**config.mk**
```make
export PLATFORM = sky130hd
export DESIGN_NAME = snp_coherency_ctrl
export DESIGN_NICKNAME = d
export VERILOG_FILES = /design/src/rtl/snp_pkg.sv /design/src/rtl/snp_tag_array.sv /design/src/rtl/snp_arbiter.sv /design/src/rtl/snp_decide.sv /design/src/rtl/snp_coherency_ctrl.sv
export SDC_FILE = /design/constraint.sdc
export NUM_CORES = 1
export LEC_CHECK = 0
export CAP_MARGIN = 10
export CORE_UTILIZATION = 30
export DETAILED_ROUTE_END_ITERATION = 10
export MAX_ROUTING_LAYER = met4
export PLACE_DENSITY = 0.43
export SLEW_MARGIN = 20
export SYNTH_ARGS = -nofsm -noshare
export SYNTH_HDL_FRONTEND = slang
export SYNTH_SLANG_ARGS = --single-unit
```
**constraint.sdc**
```tcl
create_clock -name clk -period 6.6 [get_ports clk]
set_input_delay 0.99 -clock clk [delete_from_list [all_inputs] [get_ports clk]]
set_output_delay 0.99 -clock clk [all_outputs]
set_load 0.02 [all_outputs]
```
**src/rtl/snp_pkg.sv**
```systemverilog
package snp_pkg;

    typedef enum logic [1:0] {
        LS_INV   = 2'd0,
        LS_CLEAN = 2'd1,
        LS_DIRTY = 2'd2
    } line_state_e;

    typedef enum logic [1:0] {
        RES_NONE   = 2'd0,
        RES_INVAL  = 2'd1,
        RES_SUPPLY = 2'd2
    } snoop_res_e;

    localparam int unsigned NCACHE = 2;
    localparam int unsigned CIDX_I = 0;
    localparam int unsigned CIDX_D = 1;

endpackage

```
**src/rtl/snp_tag_array.sv**
```systemverilog
module snp_tag_array
    import snp_pkg::*;
#(
    parameter int unsigned SET_W = 4,
    parameter int unsigned TAG_W = 24
) (
    input  logic              clk,
    input  logic              rst_n,
    input  logic [SET_W-1:0]  rd0_set,
    output logic [TAG_W-1:0]  rd0_tag,
    output line_state_e       rd0_state,
    input  logic [SET_W-1:0]  rd1_set,
    output logic [TAG_W-1:0]  rd1_tag,
    output line_state_e       rd1_state,
    input  logic              wr_en,
    input  logic [SET_W-1:0]  wr_set,
    input  logic [TAG_W-1:0]  wr_tag,
    input  line_state_e       wr_state
);
    localparam int unsigned SETS = 1 << SET_W;

    logic [TAG_W-1:0] tag_q   [SETS];
    line_state_e      state_q [SETS];

    always_ff @(posedge clk or negedge rst_n) begin
        if (!rst_n) begin
            for (int i = 0; i < SETS; i++) begin
                tag_q[i]   <= '0;
                state_q[i] <= LS_INV;
            end
        end else if (wr_en) begin
            tag_q[wr_set]   <= wr_tag;
            state_q[wr_set] <= wr_state;
        end
    end

    assign rd0_tag   = tag_q[rd0_set];
    assign rd0_state = state_q[rd0_set];
    assign rd1_tag   = tag_q[rd1_set];
    assign rd1_state = state_q[rd1_set];

endmodule

```
**src/rtl/snp_arbiter.sv**
```systemverilog
module snp_arbiter (
    input  logic snp_valid,
    input  logic snp_flag,
    input  logic eu_req,
    output logic snoop_go,
    output logic eu_grant
);
    always_comb begin
        snoop_go = snp_valid && snp_flag;
        eu_grant = eu_req && !snoop_go;
    end
endmodule

```
**src/rtl/snp_decide.sv**
```systemverilog
module snp_decide
    import snp_pkg::*;
(
    input  logic        is_write,
    input  logic        ic_hit,
    input  logic        dc_hit,
    input  line_state_e dc_state,
    output snoop_res_e  res,
    output logic        ic_inval,
    output logic        dc_inval,
    output logic        dc_clean
);
    always_comb begin
        res      = RES_NONE;
        ic_inval = 1'b0;
        dc_inval = 1'b0;
        dc_clean = 1'b0;
        if (is_write) begin
            ic_inval = ic_hit;
            dc_inval = dc_hit;
            if (ic_hit || dc_hit) begin
                res = RES_INVAL;
            end
        end else if (dc_hit && dc_state == LS_DIRTY) begin
            res      = RES_SUPPLY;
            dc_clean = 1'b1;
        end
    end
endmodule

```
**src/rtl/snp_coherency_ctrl.sv**
```systemverilog
module snp_coherency_ctrl
    import snp_pkg::*;
#(
    parameter int unsigned ADDR_W     = 32,
    parameter int unsigned SETS       = 16,
    parameter int unsigned LINE_BYTES = 16
) (
    input  logic                     clk,
    input  logic                     rst_n,
    input  logic                     snp_valid,
    input  logic                     snp_write,
    input  logic                     snp_flag,
    input  logic [ADDR_W-1:0]        snp_addr,
    input  logic                     eu_req,
    input  logic                     eu_sel,
    input  logic                     eu_wr,
    input  logic [ADDR_W-1:0]        eu_addr,
    input  logic [1:0]               eu_wstate,
    output logic                     eu_grant,
    output logic                     eu_rd_valid,
    output logic [1:0]               eu_rd_state,
    output logic                     snp_done,
    output logic [1:0]               snp_result,
    output logic                     snp_inhibit,
    output logic                     dc_push_req,
    output logic [$clog2(SETS)-1:0]  dc_push_set
);
    localparam int unsigned OFF_W = $clog2(LINE_BYTES);
    localparam int unsigned SET_W = $clog2(SETS);
    localparam int unsigned TAG_W = ADDR_W - SET_W - OFF_W;

    typedef struct packed {
        logic              done;
        snoop_res_e        result;
        logic              inhibit;
        logic              push_req;
        logic [SET_W-1:0]  push_set;
        logic              rd_valid;
        line_state_e       rd_state;
    } out_t;

    out_t out_d, out_q;

    logic [SET_W-1:0] s_set, e_set;
    logic [TAG_W-1:0] s_tag, e_tag;
    logic             unused_offsets;

    assign s_set = snp_addr[OFF_W +: SET_W];
    assign s_tag = snp_addr[ADDR_W-1 -: TAG_W];
    assign e_set = eu_addr[OFF_W +: SET_W];
    assign e_tag = eu_addr[ADDR_W-1 -: TAG_W];
    assign unused_offsets = ^{snp_addr[OFF_W-1:0], eu_addr[OFF_W-1:0]};

    logic snoop_go;

    snp_arbiter u_arb (
        .snp_valid (snp_valid),
        .snp_flag  (snp_flag),
        .eu_req    (eu_req),
        .snoop_go  (snoop_go),
        .eu_grant  (eu_grant)
    );

    logic [TAG_W-1:0] rd0_tag [NCACHE];
    logic [TAG_W-1:0] rd1_tag [NCACHE];
    line_state_e      rd0_st  [NCACHE];
    line_state_e      rd1_st  [NCACHE];
    logic             s_hit   [NCACHE];
    logic             e_hit   [NCACHE];
    logic             wr_en_d [NCACHE];
    logic [SET_W-1:0] wr_set_d[NCACHE];
    logic [TAG_W-1:0] wr_tag_d[NCACHE];
    line_state_e      wr_st_d [NCACHE];

    for (genvar g = 0; g < NCACHE; g++) begin : g_cache
        snp_tag_array #(
            .SET_W (SET_W),
            .TAG_W (TAG_W)
        ) u_arr (
            .clk       (clk),
            .rst_n     (rst_n),
            .rd0_set   (s_set),
            .rd0_tag   (rd0_tag[g]),
            .rd0_state (rd0_st[g]),
            .rd1_set   (e_set),
            .rd1_tag   (rd1_tag[g]),
            .rd1_state (rd1_st[g]),
            .wr_en     (wr_en_d[g]),
            .wr_set    (wr_set_d[g]),
            .wr_tag    (wr_tag_d[g]),
            .wr_state  (wr_st_d[g])
        );
        assign s_hit[g] = (rd0_st[g] != LS_INV) && (rd0_tag[g] == s_tag);
        assign e_hit[g] = (rd1_st[g] != LS_INV) && (rd1_tag[g] == e_tag);
    end

    snoop_res_e dec_res;
    logic       ic_inval, dc_inval, dc_clean;

    snp_decide u_dec (
        .is_write (snp_write),
        .ic_hit   (s_hit[CIDX_I]),
        .dc_hit   (s_hit[CIDX_D]),
        .dc_state (rd0_st[CIDX_D]),
        .res      (dec_res),
        .ic_inval (ic_inval),
        .dc_inval (dc_inval),
        .dc_clean (dc_clean)
    );

    always_comb begin
        out_d = '0;
        if (snoop_go) begin
            out_d.done     = 1'b1;
            out_d.result   = dec_res;
            out_d.inhibit  = (dec_res == RES_SUPPLY);
            out_d.push_req = (dec_res == RES_SUPPLY);
            out_d.push_set = (dec_res == RES_SUPPLY) ? s_set : '0;
        end
        if (eu_grant && !eu_wr) begin
            out_d.rd_valid = 1'b1;
            out_d.rd_state = e_hit[eu_sel] ? rd1_st[eu_sel] : LS_INV;
        end

        for (int c = 0; c < NCACHE; c++) begin
            wr_en_d[c]  = 1'b0;
            wr_set_d[c] = '0;
            wr_tag_d[c] = '0;
            wr_st_d[c]  = LS_INV;
            if (snoop_go) begin
                wr_en_d[c]  = (c == CIDX_I) ? ic_inval : (dc_inval || dc_clean);
                wr_set_d[c] = s_set;
                wr_tag_d[c] = s_tag;
                wr_st_d[c]  = (c == CIDX_D && dc_clean) ? LS_CLEAN : LS_INV;
            end else if (eu_grant && eu_wr && (int'(eu_sel) == c)) begin
                wr_en_d[c]  = 1'b1;
                wr_set_d[c] = e_set;
                wr_tag_d[c] = e_tag;
                wr_st_d[c]  = line_state_e'(eu_wstate);
            end
        end
    end

    always_ff @(posedge clk or negedge rst_n) begin
        if (!rst_n) begin
            out_q <= '0;
        end else begin
            out_q <= out_d;
        end
    end

    assign snp_done    = out_q.done;
    assign snp_result  = out_q.result;
    assign snp_inhibit = out_q.inhibit;
    assign dc_push_req = out_q.push_req;
    assign dc_push_set = out_q.push_set;
    assign eu_rd_valid = out_q.rd_valid;
    assign eu_rd_state = out_q.rd_state;

endmodule

```
==> out/qor.csv <==
metric,value,unit
outcome,"finished, violations left",
failing checks,design-rule violations,
crit-path max FO,53,
top achievable clock speed,0.1868,GHz
initial antenna violation count,5,
die height,396.3,µm
Iteration-0 DRC Markers,2435,
Overall Global Routing Usage,0.2226,
RSZ-0062 raised after global routing,no,
max cap viols,0,
total grt overflow,0,
postcts setup bufs,0,
grt met3 use,0.03354,
final setup violating endpoints,0,
Worst Setup End Kind,register,
cts hold-fix bufs,0,
port bufs,78,
critical path required time,7.20,ns
"Worst Path Class, Setup",in2reg,
"Avg Cell Area, Syn",15.31,µm²
clock skew,0.02962,ns
share of layout cells above drive strength 1,0.5044,
"commonest cells after routing, fill and taps aside","dfrtp_1 (843), mux2_2 (785), mux4_2 (440)",
r2r startpoint,g_cache[0].u_arr.tag_q[5],
routed wire length per instance,32.26,µm
Synth-to-Final Area Change,15.92,%
Initial Util,0.3024,
DR vias,29660,
vias in the first global route,32000,
die area,157000,µm²
clk sinks,843,
crit path launch type,input pin,
Pleak,24.06,nW
first-pass GRT wire length,244500,µm
"commonest non-fill, non-tap cell in the layout",dfrtp_1,
Final HPWL DP,109600,µm
power density cells,242.1,nW/µm²
largest net degree at the start of global routing,176,
#FFs+latches synth,843,
setup TNS,0,ns
yosys warns,0,
"Hold Vio Cnt, Final",0,
"EDFF count, synth",0,
Cells after Synth,3047,
clk buf depth,3,
period utilisation layout,0.8110,
hold slack,0.3426,ns
"Distinct cells, synth",60,
area post-placement,50450,µm²
Sw Share,0.2615,
DR pass1 iterations,8,
Clk pwr share,0.459,
relative slew slack,0.2882,
top cells by area in the synthesized netlist,"dfrtp_1 (45%), mux4_2 (21%), mux2_2 (19%), mux2i_1 (2.4%), a22o_1 (1.1%)",
met1 usage in global routing,0.3143,
Resized cells post-CTS,0,
clk_lat worst skew,0.73,ns
Worst-Margin Slew,1.067,ns
P_int,9.666,mW
CP Data Arrival Time,5.96,ns
Synth area leader,dfrtp_1,
CTS root buffer,clkbuf_16,
Layout Nets,3166,
Post-Syn Area,46640,µm²
sequential cell area fraction in the yosys report,0.4523,
async set-or-reset flop fraction in the synthesized netlist,1.000,
Worst Setup SP,snp_addr[4],
Comb pwr share,0.115,
drt drc,36,
CTS H-tree depth,3,
GR peak layer,met2,
TritonCTS buffer count,104,
fin. max-slew vios,0,
switching pwr,3.423,mW
Core ar.,154200,µm²
dpl cells,5029,
routed vias/inst,5.676,
"Cell Count, Final, Fillers Out",5225,
"Top FF cell, synth",dfrtp_1,
met2 Resource Use GR,0.3346,
share of the synthesized area in the top cell type,0.4523,
Seq pwr share,0.426,
Die W,396.3,µm
Finished Cell Area,54060,µm²
CTS tree,done,
routability cong.,0.8371,
VDD IR max,177.4,µV
Syn Nets,3121,
"Min Clock Period, post-route",5.353,ns
Total Wirelength,168600,µm
IO Pins,87,
min-delay worst type,in2async,
clk slew on worst S/H paths,0.06,ns
Post-DRT Antenna Nets,0,
# rows,144,
[power by group through the flow]
stage                     combinational (mW)  clock [mW]  sequential, mW
final                                   1.51        6.00            5.58
after detailed placement                1.52           0            5.66
after global routing                    1.60        6.36            5.61
after floorplan                        0.944           0            5.59
after CTS                               1.53        6.15            5.57
after global placement                  1.49           0            5.64
[stage by stage]
step | setup slack (ns) | util | power [mW]
floorplan | 2.427 | - | 6.538
global placement | 0.5643 | 0.3271 | 7.138
detailed placement | 0.5575 | 0.3271 | 7.185
CTS | 1.361 | 0.3503 | 13.25
global route | 1.186 | 0.3505 | 13.57
finish | 1.247 | 0.3505 | 13.09
[cell usage after synthesis (8+ instances only)]
| master | count |
|---|---|
| a211oi_1 | 9 |
| a21oi_1 | 14 |
| a21oi_4 | 8 |
| a221oi_1 | 9 |
| a22o_1 | 61 |
| a22oi_1 | 11 |
| buf_1 | 38 |
| buf_2 | 85 |
| buf_4 | 40 |
| buf_6 | 18 |
| clkbuf_1 | 105 |
| dfrtp_1 | 843 |
| inv_1 | 24 |
| mux2_1 | 26 |
| mux2_2 | 785 |
| mux2i_1 | 112 |
| mux4_2 | 440 |
| nand2_1 | 57 |
| nand3_1 | 10 |
| nand3_4 | 8 |
| nand4_1 | 11 |
| nor2_1 | 44 |
| nor2b_1 | 17 |
| nor3_1 | 17 |
| nor4_1 | 21 |
| o21ai_0 | 11 |
| o21ai_2 | 10 |
| o22ai_1 | 24 |
| o2bb2ai_1 | 16 |
| xnor2_1 | 51 |
| xor2_1 | 50 |
[kinds of logic after synthesis]
kind of cell	after synthesis	synth area share
simple gates	216	0.02583
xor+xnor	101	0.01897
compound gates	213	0.03716
mux	1363	0.4323
flops	843	0.4523
buf+inv	311	0.03343
[worst max-delay path: stages]
cell       delay [ns]
buf_8            0.47
buf_4            0.42
nand2b_1         0.33
o22ai_1          0.12
a221oi_1         0.38
xor2_1           0.25
o41ai_1          0.73
o2111ai_1        0.44
nor4_2           0.37
buf_4            0.32
o21ai_4          0.31
buf_12           0.30
mux2_2           0.29
[cell type report]
| cell class | count | area [µm²] |
|---|---|---|
| repair buffers | 225 | 2618 |
| inverters | 25 | 93.84 |
| flip-flops and latches | 843 | 21100 |
| fillers | 14820 | 100200 |
| multi-input cells | 1893 | 24120 |
| diodes | 3 | 7.507 |
| clock buffers | 156 | 3139 |
| well taps | 2044 | 2557 |
| clock inverters | 36 | 436.7 |
[registers in the layout, summed over array words and instances (netlist names)]
| signal | cells |
|---|---|
| dc_push_set | 4 |
| eu_rd_state | 2 |
| eu_rd_valid | 1 |
| g_cache.u_arr.state_q | 64 |
| g_cache.u_arr.tag_q | 768 |
| snp_done | 1 |
| snp_inhibit | 1 |
| snp_result | 2 |
[path summary, 6_finish.rpt]
kind | to | slack [ns] | cells after the start
min in group clk | g_cache[0].u_arr.tag_q[301] | 0.51 | 1
hold / removal | g_cache[0].u_arr.tag_q[146] | 0.34 | 1
max in group asynchronous | g_cache[1].u_arr.tag_q[283] | 4.65 | 3
setup / recovery | g_cache[1].u_arr.tag_q[105] | 1.25 | 13
setup reg to reg | g_cache[0].u_arr.tag_q[235] | 2.27 | 12
hold reg to reg | g_cache[0].u_arr.tag_q[301] | 0.51 | 1
[layer usage]
layer  vias up  part of all wire
li1      11990                 -
met1     16570              0.46
met2       865              0.46
met3       234             0.051
met4         0             0.025
met5         -                 0
Note: power is estimated with default switching activity, not from simulation.
